## config.mk

```make
export PLATFORM = sky130hd
export DESIGN_NAME = pkt_tx_framer
export DESIGN_NICKNAME = d
export VERILOG_FILES = /design/src/rtl/pkt_tx_pkg.sv /design/src/rtl/pkt_crc_step.sv /design/src/rtl/pkt_pn_step.sv /design/src/rtl/pkt_tx_framer.sv
export SDC_FILE = /design/constraint.sdc
export NUM_CORES = 1
export LEC_CHECK = 0
export ABC_CLOCK_PERIOD_IN_PS = 3900
export BUFFER_PORTS_ARGS = -buffer_cell sky130_fd_sc_hd__buf_2
export CAP_MARGIN = 30
export CELL_PAD_IN_SITES_DETAIL_PLACEMENT = 1
export CELL_PAD_IN_SITES_GLOBAL_PLACEMENT = 1
export CORE_MARGIN = 3
export CORE_UTILIZATION = 41
export DETAILED_ROUTE_END_ITERATION = 12
export GPL_TIMING_DRIVEN = 0
export PLACE_DENSITY_LB_ADDON = 0.1
export SYNTH_ARGS = -nofsm -noshare
export SYNTH_HDL_FRONTEND = slang
export SYNTH_HIERARCHICAL = 1
export SYNTH_SLANG_ARGS = --single-unit
export TNS_END_PERCENT = 100
```

## constraint.sdc

```tcl
create_clock -name clk -period 3.9 [get_ports clk]
set_clock_uncertainty 0.15 [all_clocks]
set_input_delay 0 -clock clk [delete_from_list [all_inputs] [get_ports clk]]
set_output_delay 0 -clock clk [all_outputs]
set_load 0.02 [all_outputs]
```

## src/rtl/pkt_tx_pkg.sv

```systemverilog
package pkt_tx_pkg;
    localparam int BYTE_W = 8;
    localparam int CRC_W  = 16;
    localparam int PN_W   = 9;
    localparam int PN_TAP = 5;
    localparam int CNT_W  = 8;
    localparam int BIT_W  = $clog2(BYTE_W);

    typedef enum logic [2:0] {
        SEG_IDLE,
        SEG_PRE,
        SEG_SYNC,
        SEG_LEN,
        SEG_ADDR,
        SEG_PAY,
        SEG_CRC
    } seg_e;

    typedef struct packed {
        seg_e              seg;
        logic [BYTE_W-1:0] sh;
        logic [BIT_W-1:0]  bit_idx;
        logic [CNT_W-1:0]  cnt;
        logic [CNT_W-1:0]  rem;
        logic [CRC_W-1:0]  crc;
        logic [PN_W-1:0]   pn;
        logic              done;
        logic              underflow;
    } fr_state_t;

    // Minimum preamble byte count for each select value.
    function automatic logic [CNT_W-1:0] pre_min_bytes(input logic [2:0] sel);
        case (sel)
            3'd0:    return CNT_W'(2);
            3'd1:    return CNT_W'(3);
            3'd2:    return CNT_W'(4);
            3'd3:    return CNT_W'(6);
            3'd4:    return CNT_W'(8);
            3'd5:    return CNT_W'(12);
            3'd6:    return CNT_W'(16);
            default: return CNT_W'(24);
        endcase
    endfunction
endpackage

```

## src/rtl/pkt_crc_step.sv

```systemverilog
module pkt_crc_step #(
    parameter int             W    = 16,
    parameter logic [W-1:0]   POLY = 16'h8005
) (
    input  logic [W-1:0] crc_i,
    input  logic         bit_i,
    input  logic         en_i,
    output logic [W-1:0] crc_o
);
    logic fb;

    always_comb begin
        fb    = crc_i[W-1] ^ bit_i;
        crc_o = crc_i;
        if (en_i) begin
            crc_o = {crc_i[W-2:0], 1'b0} ^ (fb ? POLY : '0);
        end
    end
endmodule

```

## src/rtl/pkt_pn_step.sv

```systemverilog
module pkt_pn_step #(
    parameter int W   = 9,
    parameter int TAP = 5
) (
    input  logic [W-1:0] st_i,
    input  logic         en_i,
    output logic [W-1:0] st_o,
    output logic         mask_o
);
    always_comb begin
        mask_o = st_i[0];
        st_o   = st_i;
        if (en_i) begin
            st_o = {st_i[0] ^ st_i[TAP], st_i[W-1:1]};
        end
    end
endmodule

```

## src/rtl/pkt_tx_framer.sv

```systemverilog
module pkt_tx_framer
    import pkt_tx_pkg::*;
#(
    parameter logic [BYTE_W-1:0] PRE_BYTE = 8'hAA,
    parameter logic [CRC_W-1:0]  CRC_POLY = 16'h8005,
    parameter logic [CRC_W-1:0]  CRC_INIT = 16'hFFFF,
    parameter logic [PN_W-1:0]   PN_SEED  = '1
) (
    input  logic              clk,
    input  logic              rst_n,
    input  logic              start,
    input  logic [2:0]        cfg_pre_sel,
    input  logic              cfg_sync_long,
    input  logic [15:0]       cfg_sync_word,
    input  logic              cfg_var_len,
    input  logic [7:0]        cfg_fixed_len,
    input  logic              cfg_addr_en,
    input  logic [7:0]        cfg_addr,
    input  logic              cfg_crc_en,
    input  logic              cfg_white_en,
    input  logic [7:0]        fifo_data,
    input  logic              fifo_empty,
    output logic              fifo_rd,
    output logic              bit_out,
    output logic              bit_valid,
    output logic              done,
    output logic              underflow
);
    localparam logic [BIT_W-1:0] LAST_BIT = BIT_W'(BYTE_W - 1);
    localparam logic [CNT_W-1:0] SYNC_HALF = CNT_W'(2);

    fr_state_t q, d;

    logic             in_body, in_cover;
    logic [CRC_W-1:0] crc_upd, crc_now;
    logic [PN_W-1:0]  pn_next;
    logic             pn_mask;
    logic [CNT_W-1:0] pre_n, sync_n;
    logic             to_addr, to_pay, to_crc, finish, abort;

    assign in_cover = (q.seg == SEG_LEN) || (q.seg == SEG_ADDR) || (q.seg == SEG_PAY);
    assign in_body  = in_cover || (q.seg == SEG_CRC);
    assign pre_n    = pre_min_bytes(cfg_pre_sel);
    assign sync_n   = cfg_sync_long ? (SYNC_HALF << 1) : SYNC_HALF;

    pkt_crc_step #(.W(CRC_W), .POLY(CRC_POLY)) i_crc (
        .crc_i (q.crc),
        .bit_i (q.sh[BYTE_W-1]),
        .en_i  (in_cover),
        .crc_o (crc_upd)
    );

    pkt_pn_step #(.W(PN_W), .TAP(PN_TAP)) i_pn (
        .st_i   (q.pn),
        .en_i   (in_body),
        .st_o   (pn_next),
        .mask_o (pn_mask)
    );

    assign bit_out   = q.sh[BYTE_W-1] ^ (in_body & cfg_white_en & pn_mask);
    assign bit_valid = (q.seg != SEG_IDLE);
    assign done      = q.done;
    assign underflow = q.underflow;

    always_comb begin
        d           = q;
        d.done      = 1'b0;
        d.underflow = 1'b0;
        fifo_rd     = 1'b0;
        crc_now     = crc_upd;
        to_addr     = 1'b0;
        to_pay      = 1'b0;
        to_crc      = 1'b0;
        finish      = 1'b0;
        abort       = 1'b0;

        if (q.seg == SEG_IDLE) begin
            if (start) begin
                d.seg     = SEG_PRE;
                d.sh      = PRE_BYTE;
                d.bit_idx = '0;
                d.cnt     = '0;
            end
        end else begin
            d.crc = crc_upd;
            d.pn  = pn_next;
            if (q.bit_idx != LAST_BIT) begin
                d.sh      = q.sh << 1;
                d.bit_idx = q.bit_idx + 1'b1;
            end else begin
                d.bit_idx = '0;
                case (q.seg)
                    SEG_PRE: begin
                        if (({1'b0, q.cnt} + 1'b1 >= {1'b0, pre_n}) && !fifo_empty) begin
                            d.seg = SEG_SYNC;
                            d.cnt = '0;
                            d.sh  = cfg_sync_word[15:8];
                        end else begin
                            d.sh = PRE_BYTE;
                            if (q.cnt != '1) d.cnt = q.cnt + 1'b1;
                        end
                    end
                    SEG_SYNC: begin
                        if (q.cnt + 1'b1 < sync_n) begin
                            d.cnt = q.cnt + 1'b1;
                            d.sh  = q.cnt[0] ? cfg_sync_word[15:8] : cfg_sync_word[7:0];
                        end else begin
                            d.crc   = CRC_INIT;
                            d.pn    = PN_SEED;
                            crc_now = CRC_INIT;
                            if (cfg_var_len) begin
                                if (fifo_empty) begin
                                    abort = 1'b1;
                                end else begin
                                    fifo_rd = 1'b1;
                                    d.seg   = SEG_LEN;
                                    d.sh    = fifo_data;
                                    d.rem   = fifo_data;
                                end
                            end else begin
                                d.rem   = cfg_fixed_len;
                                to_addr = 1'b1;
                            end
                        end
                    end
                    SEG_LEN:  to_addr = 1'b1;
                    SEG_ADDR: to_pay  = 1'b1;
                    SEG_PAY:  to_pay  = 1'b1;
                    SEG_CRC: begin
                        if (q.cnt == '0) begin
                            d.cnt = CNT_W'(1);
                            d.sh  = q.crc[7:0];
                        end else begin
                            finish = 1'b1;
                        end
                    end
                    default: abort = 1'b1;
                endcase

                if (to_addr) begin
                    if (cfg_addr_en) begin
                        d.seg = SEG_ADDR;
                        d.sh  = cfg_addr;
                    end else begin
                        to_pay = 1'b1;
                    end
                end

                if (to_pay) begin
                    if (d.rem == '0) begin
                        to_crc = 1'b1;
                    end else if (fifo_empty) begin
                        abort = 1'b1;
                    end else begin
                        fifo_rd = 1'b1;
                        d.seg   = SEG_PAY;
                        d.sh    = fifo_data;
                        d.rem   = d.rem - 1'b1;
                    end
                end

                if (to_crc) begin
                    if (cfg_crc_en) begin
                        d.seg = SEG_CRC;
                        d.cnt = '0;
                        d.sh  = crc_now[15:8];
                        d.crc = crc_now;
                    end else begin
                        finish = 1'b1;
                    end
                end

                if (finish) begin
                    d.seg  = SEG_IDLE;
                    d.done = 1'b1;
                end
                if (abort) begin
                    d.seg       = SEG_IDLE;
                    d.underflow = 1'b1;
                end
            end
        end
    end

    always_ff @(posedge clk or negedge rst_n) begin
        if (!rst_n) begin
            q <= '{seg: SEG_IDLE, default: '0};
        end else begin
            q <= d;
        end
    end
endmodule

```

==> impl_metrics.py, run 1 <==
metrics = {
    "status": {
        "status": "finished, violations left",
        "violations": "setup timing",
    },
    "synth": {
        "synth_top_cells_by_area": "sky130_fd_sc_hd__dfrtp_1 (31%), sky130_fd_sc_hd__o22a_1 (4.7%), sky130_fd_sc_hd__nand2_1 (4.3%), sky130_fd_sc_hd__o21ai_0 (3.9%), sky130_fd_sc_hd__mux2_2 (3.9%)",
        "synth_top_flop_cell": "sky130_fd_sc_hd__dfrtp_1",
        "ys_async_sr_fraction_pct": 100,
        "synth.top_cell.area_share_pct": 30.8,
        "synth_largest_area_cell": "sky130_fd_sc_hd__dfrtp_1",
        "netlist_instances": 533,
        "synth-edff-count": 0,
        "yosysSeqAreaShare_pct": 30.8,
        "avgSynthCellArea_um2": 8.69,
        "synth_area_um2": 4630,
        "synth-seq-cells": 57,
        "ys.warnings.count": 6,
        "mappedNetlistNets": 596,
        "synthDistinctLibCells": 69,
    },
    "critical_path": {
        "timing.reg2reg.worst_path_depth": 17,
        "setup.worst_path.end_class": "flop",
        "critical_path.reg2reg.startpoint": "q[35]$_DFFE_PN0P_",
        "worst_ep_arrival_time_ps": 4080,
        "cp-start-kind": "flop",
        "timing.critical_path.cells": "ha_4 -> xor2_2 -> ha_1 -> o21a_1 -> a211oi_4 -> buf_6 -> o311ai_4 -> a32o_1 -> a211oi_2 -> ha_2 -> inv_2 -> a31oi_4 -> a31oi_4 -> buf_6 -> nor3_1 -> a211oi_2 -> a21oi_1",
        "crit-reg2reg-capture": "q[46]$_DFFE_PN0P_",
        "timing.critical_path.from": "q[35]$_DFFE_PN0P_",
        "r2r_setup_slack_ps": -70,
        "setup.worst_path.class": "flop to flop",
        "slowest_delay_ps": 450,
        "worstPathMaxFanout": 6,
        "cp_slowest_cell": "sky130_fd_sc_hd__dfrtp_2",
        "cp_data_required_time_ps": 4010,
    },
    "clocking": {
        "cts_clk_pin_slew_worst_paths_ps": 60,
        "cts-root-buf": "sky130_fd_sc_hd__clkbuf_16",
        "cts_tree": "yes",
        "cts-root-to-sink-buffers": 2,
        "tritoncts_num_sinks": 57,
        "cts_inserted_buffers": 9,
        "clk-insertion-delay-late_ps": 350,
        "clock_tree.htree_level_count": 3,
    },
    "floorplanning": {
        "fp.dieH_um": 112,
        "initial_util_pct": 42.4,
        "floorplan.die_area_um2": 12600,
        "die_w_um": 112,
        "core_area_um2": 10900,
        "floorplan.io_pins": 57,
        "row_count": 38,
    },
    "route": {
        "wl_mm": 18.9,
        "route.detailed.drc": 0,
        "route.antenna.remaining_nets": 0,
        "number_of_vias_per_cell_after_detailed_routing": 6.29,
        "drt_pass1_iterations": 5,
        "drt_first_iter_violations": 441,
        "total_vias_in_the_final_route": 5010,
        "average_wire_length_per_cell_after_detail_routing_um": 23.7,
    },
    "layout": {
        "nets": 715,
        "layoutNonFillerInstCount": 797,
        "mostFrequentLayoutCell": "sky130_fd_sc_hd__buf_2",
        "most-common-layout-cells": "sky130_fd_sc_hd__buf_2 (58), sky130_fd_sc_hd__dfrtp_1 (55), sky130_fd_sc_hd__nand2_1 (49)",
        "final_core_util_pct": 57.1,
        "antenna_cell_count": 0,
        "synthToLayoutAreaGrowth_pct": 34.7,
        "drive_above_1_share_pct": 32.6,
    },
    "power_and_ir_drop": {
        "total_leakage_power_nw": 2.51,
        "ir_worst_vdd_mv": 0.426,
        "internal_power_w": 0.00250,
        "power.density_nw_per_um2": 702,
        "power.switching_fraction_pct": 42.9,
        "combPwrFrac_pct": 56.7,
        "seq_power_share_pct": 23.7,
        "netSwitchingPower_w": 0.00188,
        "p_clk_share_pct": 19.5,
    },
    "sta": {
        "fin_crit_ps": 3970,
        "timing.final.max_slew_violations": 0,
        "rsz0062_at_grt": "true",
        "max_freq_mhz": 252,
        "hold_violations": 0,
        "report.final.setup_viol": 13,
        "finalCritPeriodShare_pct": 102,
        "worst_slew_pin_slew_ps": 849,
        "slew-limit-headroom_pct": 43.2,
        "totalNegativeSetupSlack_ps": -473,
        "finalWorstSetupSlack_ps": -69.7,
    },
    "global_route": {
        "grt_use_total_pct": 28.9,
        "global_route_wire_length_before_repair_mm": 28.5,
        "antenna_found_initial": 0,
        "largest_net_degree_at_the_start_of_global_routing": 39,
        "vias_in_the_first_global_route": 5209,
        "overflow": 0,
    },
    "placed_design": {
        "place.detailed.hpwl_mm": 12.3,
        "numPortBuffers": 56,
        "placed_cells_incl_taps": 730,
        "gpl.final_weighted_congestion": 0.882,
    },
    "worst_hold_path": {
        "worstHoldEndpoint": "q[48]$_DFFE_PN0P_",
        "hold_path_class": "input port to flop",
        "hold_path_depth": 5,
        "hold_start": "cfg_addr[2]",
    },
    "run": {
        "maxCapViolations": 0,
    },
}
==> worst max-delay path: cells and delay by family (launching register included) <==
kind                     cells  cell delay, ps
XOR/XNOR                     1             150
buffers and inverters        3             400
AO/OA/AOI/OAI                9            1730
flip-flops                   1             450
adder cells (fa/ha/maj)      3             710
AND/OR/NAND/NOR              1             280
==> synth_stat cells (6+ instances only) <==
library cell / n
sky130_fd_sc_hd__a211oi_1: 14
sky130_fd_sc_hd__a21oi_1: 27
sky130_fd_sc_hd__a22oi_1: 9
sky130_fd_sc_hd__a31oi_1: 9
sky130_fd_sc_hd__and3_1: 7
sky130_fd_sc_hd__buf_2: 6
sky130_fd_sc_hd__clkbuf_1: 23
sky130_fd_sc_hd__dfrtp_1: 57
sky130_fd_sc_hd__ha_1: 11
sky130_fd_sc_hd__inv_1: 15
sky130_fd_sc_hd__mux2_2: 16
sky130_fd_sc_hd__mux2_4: 9
sky130_fd_sc_hd__mux2i_1: 10
sky130_fd_sc_hd__nand2_1: 53
sky130_fd_sc_hd__nand2b_1: 9
sky130_fd_sc_hd__nand3_1: 13
sky130_fd_sc_hd__nand4_1: 7
sky130_fd_sc_hd__nor2_1: 31
sky130_fd_sc_hd__nor2b_1: 8
sky130_fd_sc_hd__nor3_1: 8
sky130_fd_sc_hd__nor3b_1: 7
sky130_fd_sc_hd__o21a_1: 8
sky130_fd_sc_hd__o21ai_0: 36
sky130_fd_sc_hd__o21ai_1: 6
sky130_fd_sc_hd__o22a_1: 25
sky130_fd_sc_hd__o22ai_1: 7
sky130_fd_sc_hd__o31ai_1: 8
sky130_fd_sc_hd__or3_1: 6
sky130_fd_sc_hd__xnor2_1: 6
sky130_fd_sc_hd__xor2_1: 6
==> worst max-delay path by stage <==
| stage | end | cells after the start |
|---|---|---|
| CTS | q[39]$_DFFE_PN0P_ | 17 |
| detailed placement | q[46]$_DFFE_PN0P_ | 16 |
| global route | q[53]$_DFFE_PN0P_ | 15 |
| global placement | q[46]$_DFFE_PN0P_ | 18 |
| finish | q[46]$_DFFE_PN0P_ | 17 |
| floorplan | q[56]$_DFFE_PN0P_ | 15 |
==> through the flow <==
step | hold WS, ps | worst slack [ps] | total power, W | area, um2
after detailed placement | -124 | -915 | 0.00306 | 5130
after CTS | 14.5 | -66.7 | 0.00418 | 6030
after global placement | 180 | -843 | 0.00298 | 5110
after floorplan | -446 | 8.22 | 0.00250 | 4650
after global routing | 61.3 | -209 | 0.00462 | 6240
final | 16.0 | -69.7 | 0.00438 | 6240
==> power by group through the flow <==
stage	logic [W]	clock network (W)	registers [W]
floorplan	0.00154	0	0.000960
global placement	0.00196	0	0.00103
detailed placement	0.00202	0	0.00104
CTS	0.00229	0.000858	0.00103
global route	0.00267	0.000888	0.00107
finish	0.00248	0.000856	0.00104
==> metal layers <==
layer,global-route usage (%),share of wire (%),vias to the layer above
li1,-,-,2271
met1,37.4,42,2503
met2,47.8,49,186
met3,3.94,5.1,50
met4,13.8,3.6,0
met5,0,0,-
==> logic make-up (layout without fill, tap and decap cells) <==
kind of cell    Yosys count  after routing  share of synthesized area, %
compound gates          193            193                          30.0
xor+xnor                 12             12                          2.27
flops                    57             57                          30.8
mux                      35             35                          8.97
fa+ha+maj                11             11                          2.97
simple gates            173            173                          19.8
buf+inv                  52            176                          5.27
==> flip-flops by register name (all words and copies together) (netlist names) <==
register / flops
done: 1
q: 55
underflow: 1
==> timing repair <==
| action | in CTS | in global routing |
|---|---|---|
| hold buffers | 12 | 0 |
| buffers inserted | 27 | 11 |
| setup endpoints to repair | 30 | 49 |
| resized for setup | 56 | 39 |
| endpoints found under the hold margin | 67 | 0 |
| gates cloned | 2 | 0 |
| pin swaps | 24 | 28 |
==> layout make-up <==
type                       instances  area (um2)
tap                              140         175
inverter                          15        60.1
sequential                        57        1430
buffer                            36         214
clock inverter                     4        50.0
fill                            1280        4700
multi-input combinational        424        3260
clock buffer                      12         267
timing repair buffer             109         782
Note: power is estimated with default switching activity, not from simulation.
==> inputs of run 2 (changes only) <==
CTS_CLUSTER_SIZE = 14   (was unset)
MAX_ROUTING_LAYER = met4   (was unset)
==> impl_metrics.py, run 2 (same netlist as run 1, synthesis figures left out) <==
metrics = {
    "worst_hold_path": {
        "hold_path_class": "input port to flop",
        "hold_path_depth": 5,
    },
    "clocking": {
        "cts_clk_pin_slew_worst_paths_ps": 60,
        "clock_tree.htree_level_count": 3,
        "cts_tree": "yes",
        "clk-insertion-delay-late_ps": 340,
        "tritoncts_num_sinks": 57,
        "cts_inserted_buffers": 9,
        "cts-root-to-sink-buffers": 2,
        "cts-root-buf": "sky130_fd_sc_hd__clkbuf_16",
    },
    "layout": {
        "num-fill-cells": 1295,
        "registers.top_by_ff_count": "q",
        "largest_reg_flops": 55,
        "final_core_util_pct": 57.2,
        "nets": 715,
        "antenna_cell_count": 0,
        "synthToLayoutAreaGrowth_pct": 35.1,
        "drive_above_1_share_pct": 33.2,
        "mostFrequentLayoutCell": "sky130_fd_sc_hd__buf_2",
        "most-common-layout-cells": "sky130_fd_sc_hd__buf_2 (58), sky130_fd_sc_hd__dfrtp_1 (55), sky130_fd_sc_hd__nand2_1 (49)",
    },
    "critical_path": {
        "cp-start-kind": "flop",
        "timing.reg2reg.worst_path_depth": 17,
        "worstPathMaxFanout": 10,
        "setup.worst_path.end_class": "flop",
        "setup.worst_path.class": "flop to flop",
        "slowest_delay_ps": 450,
        "timing.critical_path.cells": "ha_4 -> xor2_2 -> ha_1 -> o21a_1 -> a211oi_4 -> o311a_4 -> buf_6 -> nor3_4 -> a211oi_2 -> ha_2 -> inv_2 -> a31oi_4 -> and4_4 -> buf_8 -> o211ai_1 -> and3_1 -> o31ai_2",
        "worst_ep_arrival_time_ps": 4040,
        "cp_slowest_cell": "sky130_fd_sc_hd__dfrtp_2",
        "cp_data_required_time_ps": 4010,
    },
    "route": {
        "drt_first_iter_violations": 392,
        "average_wire_length_per_cell_after_detail_routing_um": 23.3,
        "total_vias_in_the_final_route": 4999,
        "route.detailed.drc": 0,
        "number_of_vias_per_cell_after_detailed_routing": 6.27,
        "drt_pass1_iterations": 5,
        "wl_mm": 18.5,
        "route.antenna.remaining_nets": 0,
    },
    "sta": {
        "rsz0062_at_grt": "true",
        "slew-limit-headroom_pct": 43.9,
        "max_freq_mhz": 254,
        "hold_violations": 0,
        "finalCritPeriodShare_pct": 101,
        "fin_crit_ps": 3930,
        "report.final.setup_viol": 7,
        "finalWorstSetupSlack_ps": -33.6,
        "worst_slew_pin_slew_ps": 839,
        "hold-worst-slack_ps": 16.2,
        "timing.final.max_slew_violations": 0,
    },
    "power_and_ir_drop": {
        "power.density_nw_per_um2": 697,
        "design_power_total_w": 0.00436,
        "total_leakage_power_nw": 2.52,
        "power.switching_fraction_pct": 42.7,
        "ir_worst_vdd_mv": 0.423,
        "combPwrFrac_pct": 56.8,
        "seq_power_share_pct": 23.8,
        "p_clk_share_pct": 19.4,
        "internal_power_w": 0.00250,
        "netSwitchingPower_w": 0.00186,
    },
    "floorplanning": {
        "floorplan.die_area_um2": 12600,
        "initial_util_pct": 42.4,
        "row_count": 38,
        "die_w_um": 112,
        "core_area_um2": 10900,
        "fp.dieH_um": 112,
        "floorplan.io_pins": 57,
    },
    "global_route": {
        "antenna_found_initial": 0,
        "overflow": 0,
        "vias_in_the_first_global_route": 5203,
        "global_route_wire_length_before_repair_mm": 28.4,
        "largest_net_degree_at_the_start_of_global_routing": 39,
        "grt_use_total_pct": 29.7,
    },
    "placed_design": {
        "numPortBuffers": 56,
        "gpl.final_weighted_congestion": 0.897,
        "place.detailed.hpwl_mm": 12.3,
    },
    "status": {
        "violations": "setup timing",
        "status": "finished, violations left",
    },
    "run": {
        "maxCapViolations": 0,
    },
}
==> run 2: cell counts in the layout (fill, tap and decap cells not counted) <==
No cell type changed its count.
==> run 2: area by class of cell <==
| cell class | instances | area, um2 | area share, % |
|---|---|---|---|
| clock inverter | 4 | 50.0 | 0.800 |
| tap | 140 | 175 | 2.80 |
| multi-input combinational | 424 | 3280 | 52.4 |
| clock buffer | 12 | 267 | 4.26 |
| inverter | 15 | 60.1 | 0.959 |
| timing repair buffer | 109 | 786 | 12.6 |
| buffer | 36 | 214 | 3.42 |
| sequential | 57 | 1430 | 22.8 |
==> run 2: worst paths after layout <==
kind	startpoint	to	slack, ps
worst max-delay path	q[35]$_DFFE_PN0P_	q[53]$_DFFE_PN0P_	-30
worst min-delay path	cfg_addr[2]	q[48]$_DFFE_PN0P_	20
worst max register to register	q[35]$_DFFE_PN0P_	q[53]$_DFFE_PN0P_	-30
worst min register to register	q[43]$_DFFE_PN0P_	q[43]$_DFFE_PN0P_	350
max in group asynchronous	rst_n	q[46]$_DFFE_PN0P_	2940
min in group asynchronous	rst_n	q[38]$_DFFE_PN0P_	40
==> run 2: critical path: cells and delay by family (launching register included) <==
| kind | cells | cell delay [ps] |
|---|---|---|
| adder cells (fa/ha/maj) | 3 | 720 |
| flip-flops | 1 | 450 |
| AO/OA/AOI/OAI | 7 | 1330 |
| buffers and inverters | 3 | 370 |
| XOR/XNOR | 1 | 150 |
| AND/OR/NAND/NOR | 3 | 660 |
==> run 2: metrics by stage <==
stage | cell area [um2] | setup slack, ps | setup TNS [ps] | std cells
floorplan | 4650 | 8.22 | 0 | 533
finish | 6260 | -33.6 | -111 | 797
detailed placement | 5130 | -915 | -20170 | 730
global route | 6260 | -233 | -3560 | 797
global placement | 5110 | -843 | -18420 | 729
CTS | 6030 | -66.7 | -551 | 787
==> run 2: power groups by stage <==
stage          clock, W  sequential (W)  combinational, W
2_1_floorplan         0        0.000960           0.00154
3_3_place_gp          0         0.00103           0.00196
3_5_place_dp          0         0.00104           0.00202
4_1_cts        0.000858         0.00103           0.00229
5_1_grt        0.000890         0.00106           0.00267
6_report       0.000847         0.00104           0.00248
==> run 2: routing by layer <==
layer  vias to the layer above  GRT usage, %  wire, um
met5                         -             -         0
met4                         0          13.8       633
met3                        49          3.83       906
met2                       196          47.7      9120
met1                      2478          37.4      7880
li1                       2276             -         -
==> run 2: timing repair <==
action	4_1_cts	5_1_grt
resized for setup	56	44
pin swaps	24	29
hold buffers	12	0
endpoints found under the hold margin	67	0
endpoints found under the setup margin	30	49
setup buffers	27	11
gates cloned	2	0
==> inputs of run 3 (changes only) <==
RECOVER_POWER = 25   (was unset)
==> impl_metrics.py, run 3 (same netlist as run 1, synthesis figures left out) <==
metrics = {
    "status": {
        "status": "finished, violations left",
        "violations": "capacitance limit, slew limit, setup timing",
    },
    "sta": {
        "totalNegativeSetupSlack_ps": -146,
        "hold_violations": 0,
        "report.final.setup_viol": 8,
        "fin_crit_ps": 3940,
        "max_freq_mhz": 254,
        "rsz0062_at_grt": "true",
        "finalWorstSetupSlack_ps": -36.9,
        "worst_slew_pin_slew_ps": 2170,
        "slew-limit-headroom_pct": -44.5,
        "finalCritPeriodShare_pct": 101,
        "timing.final.max_slew_violations": 39,
    },
    "layout": {
        "drive_above_1_share_pct": 32.6,
        "antenna_cell_count": 0,
        "most-common-layout-cells": "sky130_fd_sc_hd__buf_2 (55), sky130_fd_sc_hd__dfrtp_1 (55), sky130_fd_sc_hd__nand2_1 (49)",
        "final_area_um2": 6240,
        "nets": 715,
        "synthToLayoutAreaGrowth_pct": 34.7,
        "final_core_util_pct": 57.1,
        "registers.top_by_ff_count": "q",
        "largest_reg_flops": 55,
    },
    "route": {
        "wl_mm": 18.5,
        "route.detailed.drc": 0,
        "number_of_vias_per_cell_after_detailed_routing": 6.28,
        "total_vias_in_the_final_route": 5009,
        "route.antenna.remaining_nets": 0,
        "drt_first_iter_violations": 381,
        "drt_pass1_iterations": 5,
        "average_wire_length_per_cell_after_detail_routing_um": 23.2,
    },
    "power_and_ir_drop": {
        "power.switching_fraction_pct": 42.6,
        "design_power_total_w": 0.00436,
        "ir_worst_vdd_mv": 0.423,
        "seq_power_share_pct": 23.8,
        "total_leakage_power_nw": 2.50,
        "internal_power_w": 0.00250,
        "netSwitchingPower_w": 0.00186,
        "combPwrFrac_pct": 56.7,
        "p_clk_share_pct": 19.5,
        "power.density_nw_per_um2": 698,
    },
    "clocking": {
        "clk-insertion-delay-late_ps": 350,
        "clock_tree.htree_level_count": 3,
        "cts_inserted_buffers": 9,
        "cts-root-buf": "sky130_fd_sc_hd__clkbuf_16",
        "tritoncts_num_sinks": 57,
        "cts_clk_pin_slew_worst_paths_ps": 60,
        "cts_tree": "yes",
        "cts-root-to-sink-buffers": 2,
    },
    "critical_path": {
        "cp-start-kind": "flop",
        "worstPathMaxFanout": 10,
        "worst_ep_arrival_time_ps": 4040,
        "setup.worst_path.class": "flop to flop",
        "r2r_setup_slack_ps": -40,
        "cp_data_required_time_ps": 4010,
        "setup.worst_path.end_class": "flop",
    },
    "global_route": {
        "largest_net_degree_at_the_start_of_global_routing": 39,
        "antenna_found_initial": 0,
        "vias_in_the_first_global_route": 5203,
        "overflow": 0,
        "grt_use_total_pct": 29.7,
        "global_route_wire_length_before_repair_mm": 28.4,
    },
    "placed_design": {
        "detailedPlace.worstSlack_ps": -915,
        "placedInstanceArea_um2": 5130,
        "place.detailed.hpwl_mm": 12.3,
        "numPortBuffers": 56,
        "gpl.final_weighted_congestion": 0.897,
    },
    "worst_hold_path": {
        "hold_path_class": "input port to flop",
    },
    "floorplanning": {
        "die_w_um": 112,
        "fp.dieH_um": 112,
        "initial_util_pct": 42.4,
        "floorplan.io_pins": 57,
        "floorplan.die_area_um2": 12600,
        "row_count": 38,
        "core_area_um2": 10900,
    },
    "run": {
        "maxCapViolations": 1,
    },
}
-- run 3: cell count changes in the layout (fill, tap and decap cells not counted), sizes merged --
cell / delta
buf: -4
clkbuf: +4
-- run 3: area by class of cell --
cell class	count	area, um2
buffer	36	214
clock buffer	12	267
clock inverter	4	50.0
fill	1295	4700
inverter	15	60.1
multi-input combinational	424	3280
sequential	57	1430
tap	140	175
timing repair buffer	109	766
-- run 3: routing by layer --
metal  routed length [um]  vias up  global-route usage [%]
li1                     -     2269                       -
met1                 7890     2502                    37.4
met2                 9090      185                    47.7
met3                  893       53                    3.83
met4                  661        0                    13.8
met5                    0        -                       -
-- run 3: worst paths after layout --
| kind | from | end | cells after the start |
|---|---|---|---|
| setup reg to reg | q[35]$_DFFE_PN0P_ | q[53]$_DFFE_PN0P_ | 17 |
| max in group asynchronous | rst_n | q[36]$_DFFE_PN0P_ | 3 |
| hold / removal | cfg_addr[2] | q[48]$_DFFE_PN0P_ | 5 |
| min in group asynchronous | rst_n | q[31]$_DFFE_PN0P_ | 2 |
| hold reg to reg | q[43]$_DFFE_PN0P_ | q[43]$_DFFE_PN0P_ | 1 |
| setup / recovery | q[35]$_DFFE_PN0P_ | q[53]$_DFFE_PN0P_ | 17 |
-- run 3: power groups by stage --
stage | clock network, W | registers, W | logic, W
4_1_cts | 0.000858 | 0.00103 | 0.00229
2_1_floorplan | 0 | 0.000960 | 0.00154
6_report | 0.000848 | 0.00104 | 0.00247
3_3_place_gp | 0 | 0.00103 | 0.00196
3_5_place_dp | 0 | 0.00104 | 0.00202
5_1_grt | 0.000890 | 0.00106 | 0.00267
-- run 3: stage by stage --
stage | hold WS (ps) | cells
CTS | 14.5 | 787
global placement | 180 | 729
global route | 57.2 | 797
floorplan | -446 | 533
finish | 20.8 | 797
detailed placement | -124 | 730
-- run 3: what timing repair did --
item,CTS,global route
pin swaps,24,29
buffers inserted,27,11
endpoints found under the setup margin,30,49
hold endpoints to repair,67,0
gates cloned,2,0
hold buffers,12,0
resized for setup,56,44
-- run 3: worst max-delay path: stages, from the launching register on --
cell and delay (ps):
sky130_fd_sc_hd__dfrtp_2 450, sky130_fd_sc_hd__ha_4 190, sky130_fd_sc_hd__xor2_2 150, sky130_fd_sc_hd__ha_1 270, sky130_fd_sc_hd__o21a_1 130, sky130_fd_sc_hd__a211oi_4 220, sky130_fd_sc_hd__o311a_4 310, sky130_fd_sc_hd__buf_6 180
sky130_fd_sc_hd__nor3_4 60, sky130_fd_sc_hd__a211oi_2 300, sky130_fd_sc_hd__ha_2 260, sky130_fd_sc_hd__inv_2 50, sky130_fd_sc_hd__a31oi_4 230, sky130_fd_sc_hd__and4_4 350, sky130_fd_sc_hd__buf_8 150, sky130_fd_sc_hd__o211ai_1 80
sky130_fd_sc_hd__and3_1 250, sky130_fd_sc_hd__o31ai_2 60
